[src/rtl/flash_rdy_pkg.sv]
package flash_rdy_pkg;
  localparam logic [7:0] OP_RDSR    = 8'h05;
  localparam logic [7:0] OP_RDFLAG  = 8'h70;
  localparam logic [7:0] OP_CLRFLAG = 8'h50;
  localparam logic [7:0] OP_WRDI    = 8'h04;

  localparam int FL_RDY  = 7;
  localparam int FL_ERS  = 5;
  localparam int FL_PGM  = 4;
  localparam int FL_PROT = 1;
  localparam int SR_WIP  = 0;

  typedef enum logic [2:0] {
    ST_IDLE, ST_RDSR, ST_RDFL, ST_CLR, ST_WRDI
  } step_e;

  typedef struct packed {
    logic rdy;
    logic ers;
    logic pgm;
    logic prot;
    logic fail;
  } flag_info_t;
endpackage

[src/rtl/frp_flag_decode.sv]
module frp_flag_decode
  import flash_rdy_pkg::*;
(
  input  logic [7:0]  flag_i,
  output flag_info_t  info_o
);
  logic unused_bits;
  assign unused_bits = ^{flag_i[6], flag_i[3:2], flag_i[0]};

  always_comb begin
    info_o.rdy  = flag_i[FL_RDY];
    info_o.ers  = flag_i[FL_ERS];
    info_o.pgm  = flag_i[FL_PGM] & ~flag_i[FL_ERS];  // erase wins
    info_o.prot = flag_i[FL_PROT];
    info_o.fail = flag_i[FL_ERS] | flag_i[FL_PGM];
  end
endmodule

[src/rtl/frp_poll_cnt.sv]
module frp_poll_cnt #(
  parameter int CW = 8
) (
  input  logic          clk_i,
  input  logic          rst_ni,
  input  logic          clr_i,
  input  logic          inc_i,
  input  logic [CW-1:0] limit_i,
  output logic          hit_o
);
  logic [CW-1:0] cnt_q;
  logic [CW:0]   nxt;

  assign nxt   = {1'b0, cnt_q} + (CW+1)'(1);
  assign hit_o = nxt >= {1'b0, limit_i};

  always_ff @(posedge clk_i or negedge rst_ni) begin
    if (!rst_ni)    cnt_q <= '0;
    else if (clr_i) cnt_q <= '0;
    else if (inc_i) cnt_q <= nxt[CW-1:0];
  end

  AST_CNT_BELOW_LIMIT: assert property (@(posedge clk_i) disable iff (!rst_ni)
    (cnt_q != '0) |-> (cnt_q < limit_i));
endmodule

[src/rtl/flash_rdy_poll.sv]
module flash_rdy_poll
  import flash_rdy_pkg::*;
#(
  parameter int CW = 8,
  parameter int DW = 5
) (
  input  logic          clk_i,
  input  logic          rst_ni,
  input  logic          start_i,
  input  logic [CW-1:0] poll_limit_i,
  input  logic          octal_dtr_i,
  input  logic [2:0]    cfg_addr_bytes_i,
  input  logic [DW-1:0] cfg_dummy_i,
  output logic          cmd_req_o,
  output logic [7:0]    cmd_op_o,
  output logic [2:0]    cmd_addr_bytes_o,
  output logic [DW-1:0] cmd_dummy_o,
  output logic [1:0]    cmd_len_o,
  input  logic          cmd_rvalid_i,
  input  logic [7:0]    cmd_rbyte_i,
  input  logic          cmd_done_i,
  output logic          done_o,
  output logic          ready_o,
  output logic          timeout_o,
  output logic          erase_err_o,
  output logic          prog_err_o,
  output logic          prot_err_o
);
  step_e      state_q, state_d;
  logic       req_q;
  logic       got_q;
  logic [7:0] rbyte_q;
  logic       wip_q;
  logic       pend_ers_q, pend_pgm_q, pend_prot_q;
  logic       inc, fin, fin_rdy, fin_tmo, lim_hit, accept;
  flag_info_t flag;

  frp_flag_decode u_dec (
    .flag_i (rbyte_q),
    .info_o (flag)
  );

  frp_poll_cnt #(.CW(CW)) u_cnt (
    .clk_i   (clk_i),
    .rst_ni  (rst_ni),
    .clr_i   (state_q == ST_IDLE),
    .inc_i   (inc),
    .limit_i (poll_limit_i),
    .hit_o   (lim_hit)
  );

  assign accept = (state_q == ST_IDLE) && start_i;

  always_comb begin
    state_d = state_q;
    inc     = 1'b0;
    fin     = 1'b0;
    fin_rdy = 1'b0;
    fin_tmo = 1'b0;
    unique case (state_q)
      ST_IDLE: if (start_i) state_d = ST_RDSR;
      ST_RDSR: if (cmd_done_i) state_d = ST_RDFL;
      ST_RDFL: if (cmd_done_i) begin
        if (flag.fail) begin
          state_d = ST_CLR;
        end else if (!wip_q && flag.rdy) begin
          state_d = ST_IDLE;
          fin     = 1'b1;
          fin_rdy = 1'b1;
        end else if (lim_hit) begin
          state_d = ST_IDLE;
          fin     = 1'b1;
          fin_tmo = 1'b1;
        end else begin
          state_d = ST_RDSR;
          inc     = 1'b1;
        end
      end
      ST_CLR:  if (cmd_done_i) state_d = ST_WRDI;
      ST_WRDI: if (cmd_done_i) begin
        state_d = ST_IDLE;
        fin     = 1'b1;
      end
      default: state_d = ST_IDLE;
    endcase
  end

  // command shape per step
  always_comb begin
    cmd_op_o         = 8'h00;
    cmd_addr_bytes_o = 3'd0;
    cmd_dummy_o      = '0;
    cmd_len_o        = 2'd0;
    unique case (state_q)
      ST_RDSR: begin
        cmd_op_o  = OP_RDSR;
        cmd_len_o = 2'd1;
      end
      ST_RDFL: begin
        cmd_op_o = OP_RDFLAG;
        if (octal_dtr_i) begin
          cmd_addr_bytes_o = cfg_addr_bytes_i;
          cmd_dummy_o      = cfg_dummy_i;
          cmd_len_o        = 2'd2;
        end else begin
          cmd_len_o = 2'd1;
        end
      end
      ST_CLR:  cmd_op_o = OP_CLRFLAG;
      ST_WRDI: cmd_op_o = OP_WRDI;
      default: cmd_op_o = 8'h00;
    endcase
  end

  assign cmd_req_o = req_q;

  always_ff @(posedge clk_i or negedge rst_ni) begin
    if (!rst_ni) begin
      state_q     <= ST_IDLE;
      req_q       <= 1'b0;
      got_q       <= 1'b0;
      rbyte_q     <= 8'h00;
      wip_q       <= 1'b0;
      pend_ers_q  <= 1'b0;
      pend_pgm_q  <= 1'b0;
      pend_prot_q <= 1'b0;
      done_o      <= 1'b0;
      ready_o     <= 1'b0;
      timeout_o   <= 1'b0;
      erase_err_o <= 1'b0;
      prog_err_o  <= 1'b0;
      prot_err_o  <= 1'b0;
    end else begin
      state_q <= state_d;
      req_q   <= (state_d != state_q) && (state_d != ST_IDLE);

      // keep only the first byte of each command
      if (req_q) got_q <= 1'b0;
      else if (cmd_rvalid_i && !got_q) begin
        got_q   <= 1'b1;
        rbyte_q <= cmd_rbyte_i;
      end

      if (state_q == ST_RDSR && cmd_done_i) wip_q <= rbyte_q[SR_WIP];

      if (accept) begin
        pend_ers_q  <= 1'b0;
        pend_pgm_q  <= 1'b0;
        pend_prot_q <= 1'b0;
      end else if (state_q == ST_RDFL && cmd_done_i && flag.fail) begin
        pend_ers_q  <= flag.ers;
        pend_pgm_q  <= flag.pgm;
        pend_prot_q <= flag.prot;
      end

      if (accept) begin
        done_o      <= 1'b0;
        ready_o     <= 1'b0;
        timeout_o   <= 1'b0;
        erase_err_o <= 1'b0;
        prog_err_o  <= 1'b0;
        prot_err_o  <= 1'b0;
      end else if (fin) begin
        done_o      <= 1'b1;
        ready_o     <= fin_rdy;
        timeout_o   <= fin_tmo;
        erase_err_o <= pend_ers_q;
        prog_err_o  <= pend_pgm_q;
        prot_err_o  <= pend_prot_q;
      end
    end
  end

  AST_ONE_REQ: assert property (@(posedge clk_i) disable iff (!rst_ni)
    cmd_req_o |=> !cmd_req_o);
  AST_REQ_AFTER_DONE: assert property (@(posedge clk_i) disable iff (!rst_ni)
    (state_q != ST_IDLE && !cmd_done_i) |=> !cmd_req_o);
  AST_CLR_THEN_WRDI: assert property (@(posedge clk_i) disable iff (!rst_ni)
    (state_q == ST_CLR && cmd_done_i) |=> (cmd_req_o && cmd_op_o == OP_WRDI));
  AST_ERR_EXCL: assert property (@(posedge clk_i) disable iff (!rst_ni)
    done_o |-> !(erase_err_o && prog_err_o));
  AST_READY_CLEAN: assert property (@(posedge clk_i) disable iff (!rst_ni)
    ready_o |-> !(erase_err_o || prog_err_o || timeout_o || prot_err_o));
  AST_PROT_WITH_FAIL: assert property (@(posedge clk_i) disable iff (!rst_ni)
    prot_err_o |-> (erase_err_o || prog_err_o));
  AST_RESULT_HOLD: assert property (@(posedge clk_i) disable iff (!rst_ni)
    (done_o && !start_i) |=> (done_o && $stable({ready_o, timeout_o, erase_err_o,
                                                  prog_err_o, prot_err_o})));
  AST_START_CLEARS: assert property (@(posedge clk_i) disable iff (!rst_ni)
    (done_o && start_i) |=> (!done_o && cmd_req_o && cmd_op_o == OP_RDSR));
endmodule

[config.mk]
export PLATFORM = sky130hd
export DESIGN_NAME = flash_rdy_poll
export DESIGN_NICKNAME = d
export VERILOG_FILES = /design/src/rtl/flash_rdy_pkg.sv /design/src/rtl/frp_flag_decode.sv /design/src/rtl/frp_poll_cnt.sv /design/src/rtl/flash_rdy_poll.sv
export SDC_FILE = /design/constraint.sdc
export NUM_CORES = 1
export LEC_CHECK = 0
export ABC_AREA = 1
export ABC_CLOCK_PERIOD_IN_PS = 3050
export CAP_MARGIN = 20
export CORE_MARGIN = 4
export CORE_UTILIZATION = 42
export DETAILED_ROUTE_END_ITERATION = 8
export DONT_BUFFER_PORTS = 1
export GPL_TIMING_DRIVEN = 0
export PLACE_DENSITY_LB_ADDON = 0.25
export SLEW_MARGIN = 30
export SYNTH_ARGS = -nofsm -noshare
export SYNTH_HDL_FRONTEND = slang
export SYNTH_HIERARCHICAL = 1
export SYNTH_SLANG_ARGS = --single-unit
[constraint.sdc]
create_clock -name clk_i -period 3.05 [get_ports clk_i]
set_input_delay 0.915 -clock clk_i [delete_from_list [all_inputs] [get_ports clk_i]]
set_output_delay 0.915 -clock clk_i [all_outputs]
set_load 0.01 [all_outputs]
==> impl_metrics.yaml <==
clock_tree:
  insertion_delay_ns: 0.27
  cts_root_buf: "clkbuf_8"
  cts_buffers: 3
  clk_pin_slew_ns: 0.09
  hold_buffers: 0
  ctsLongestPathBuffers: 2
  cts_max_level: 1
  cts_tree: "yes"
  clkSinkCount: 28
die:
  core_mm2: 0.00409
  dieArea_mm2: 0.00546
  die_width_um: 73.9
  initial_core_util_pct: 44.6
  io_pins: 55
  die_h_um: 73.9
  row_count: 23
global_route:
  grt_pass1_wl_mm: 5.53
  grt_pass1_vias: 1305
  grt_antenna_before_repair: 0
  overflow: 0
  grt_max_degree: 29
  grtUsageTotal_pct: 12.9
setup_path:
  crit_path_max_fanout: 5
  r2r_start: "u_cnt/cnt_q[0]$_DFFE_PN0P_"
  rr_worst_depth: 23
  critical_path_class: "reg -> reg"
  reg2reg_to: "u_cnt/cnt_q[6]$_DFFE_PN0P_"
  startpoint_type: "flop"
  critPathRequiredTime_ns: 3.24
  crit_arrival_ns: 2.95
  end_kind: "flop"
  r2r_slack_ns: 0.29
drt:
  dr.first_iter.drc_count: 54
  drtAntennaViolNets: 0
  wl_per_cell_um: 11.3
  route.detailed.drc: 0
  drtPass1Iterations: 4
  drt_wl_total_mm: 3.35
  avgViaCountPerCell: 4.69
  dr_total_vias: 1397
flow_run:
  max_cap_violations: 0
sta:
  fin_worst_skew_ns: 0.00630
  hold_viol: 0
  hold_ws_ns: 0.329
  rsz0062_at_grt: "no"
  setup_viol_count_final: 0
  finalWorstPathRequiredPeriod_ns: 2.76
  fin_crit_sh_pct: 90.4
  max_freq_mhz: 363
  slew_viol_final: 0
power:
  power_density_mw_per_mm2: 678
  ir_drop_mv: 0.387
  leakage_nw: 1.09
logic_synthesis:
  synth_cells: 241
  netlist_area_mm2: 0.00182
  yosys_warnings: 6
  syn_avg_cell_area_um2: 7.56
final_layout:
  multi_input_area_um2: 913
  syn_to_final_growth_pct: 7.97
  fillers: 427
  finalNonFillerCells: 298
  fin_nets: 289
  n_antenna_cell: 0
  layout-drive-gt1-share_pct: 14.5
  regArea_um2: 702
placement:
  place_congestion: 0.796
  hpwlAfterDp_mm: 2.65
  portBuffers: 0
  placed_cells: 293
worst_hold_path:
  hold_path_class: "in -> async"
outcome:
  outcome: "complete, no violations"
## worst max-delay path by stage
stage	startpoint	to	cells past startpoint
final	u_cnt/cnt_q[0]$_DFFE_PN0P_	u_cnt/cnt_q[6]$_DFFE_PN0P_	23
after detailed placement	u_cnt/cnt_q[0]$_DFFE_PN0P_	u_cnt/cnt_q[3]$_DFFE_PN0P_	22
after global placement	u_cnt/cnt_q[0]$_DFFE_PN0P_	u_cnt/cnt_q[3]$_DFFE_PN0P_	22
after floorplan	u_cnt/cnt_q[0]$_DFFE_PN0P_	u_cnt/cnt_q[3]$_DFFE_PN0P_	22
after CTS	u_cnt/cnt_q[0]$_DFFE_PN0P_	u_cnt/cnt_q[3]$_DFFE_PN0P_	22
after global routing	u_cnt/cnt_q[0]$_DFFE_PN0P_	u_cnt/cnt_q[6]$_DFFE_PN0P_	23
## worst max-delay path: stages (launching register included)
cell and delay [ns]:
dfrtp_2 0.41, ha_1 0.21, nand3_2 0.11, nor2_4 0.14, inv_1 0.05, nand2_1 0.08
inv_1 0.05, ha_1 0.28, nand2_1 0.09, inv_1 0.04, nand2_1 0.05, nand3_1 0.08
nand2_1 0.07, nand2_1 0.06, nand2_1 0.06, nand2_1 0.05, inv_1 0.05, nand2_1 0.10
nor3_2 0.19, inv_2 0.09, nor2_4 0.16, buf_4 0.13, nand3_1 0.06, o21ai_0 0.07
## layout by cell type, fill, tap and decap left out, types with 4 or more instances in the layout
cell type,count
nor2_1,16
nor2_4,6
mux2_2,5
nand2_1,65
ha_1,9
a21oi_1,6
buf_4,9
o21ai_0,9
inv_1,42
dfrtp_1,27
nand3_1,19
o21ai_1,4
## per-stage QoR
stage | TNS [ns] | instance area [um2] | worst slack, ns | power (mW) | utilization [%]
2_1_floorplan | 0 | 1830 | 0.471 | 1.04 | -
3_3_place_gp | -0.0187 | 1890 | -0.0187 | 1.14 | 46.3
3_5_place_dp | -0.00103 | 1890 | -0.00103 | 1.15 | 46.3
4_1_cts | 0 | 1940 | 0.0895 | 1.35 | 47.4
5_1_grt | 0 | 1970 | 0.00282 | 1.47 | 48.1
6_report | 0 | 1970 | 0.293 | 1.33 | 48.1
## power breakdown
group          leakage, nW  total [mW]  internal [mW]  switching [mW]
logic                0.696       0.581          0.216           0.365
clock network       0.0216       0.191         0.0884           0.103
registers            0.368       0.561          0.477          0.0836
## state kept, by name, indices dropped and copies added (netlist names)
register and flops:
ready_o 1, pend_prot_q 1, got_q 1, prot_err_o 1, erase_err_o 1, wip_q 1
pend_pgm_q 1, cmd_req_o 1, state_q 3, done_o 1, pend_ers_q 1, u_cnt/cnt_q 8
timeout_o 1, rbyte_q 5, prog_err_o 1
## metal layers
metal | global-route usage, % | share of wire [%]
met5 | 0 | 0
met1 | 17.8 | 47
met2 | 20.1 | 48
met3 | 3.69 | 3.9
met4 | 3.02 | 0.51
## cell type report
class                           count  area share [%]
Clock buffer                        3            2.10
Buffer                              9            3.44
Timing Repair Buffer                2           0.763
Tap cell                           50            3.18
Sequential cell                    28            35.7
Multi-Input combinational cell    162            46.4
Inverter                           44            8.40
## timing repair
item,4_1_cts,5_1_grt
setup buffers,0,2
pin swaps,0,1
hold endpoints to repair,0,0
gates resized for setup,1,5
endpoints found under the setup margin,2,8
Power figures use the tool's default switching activity.
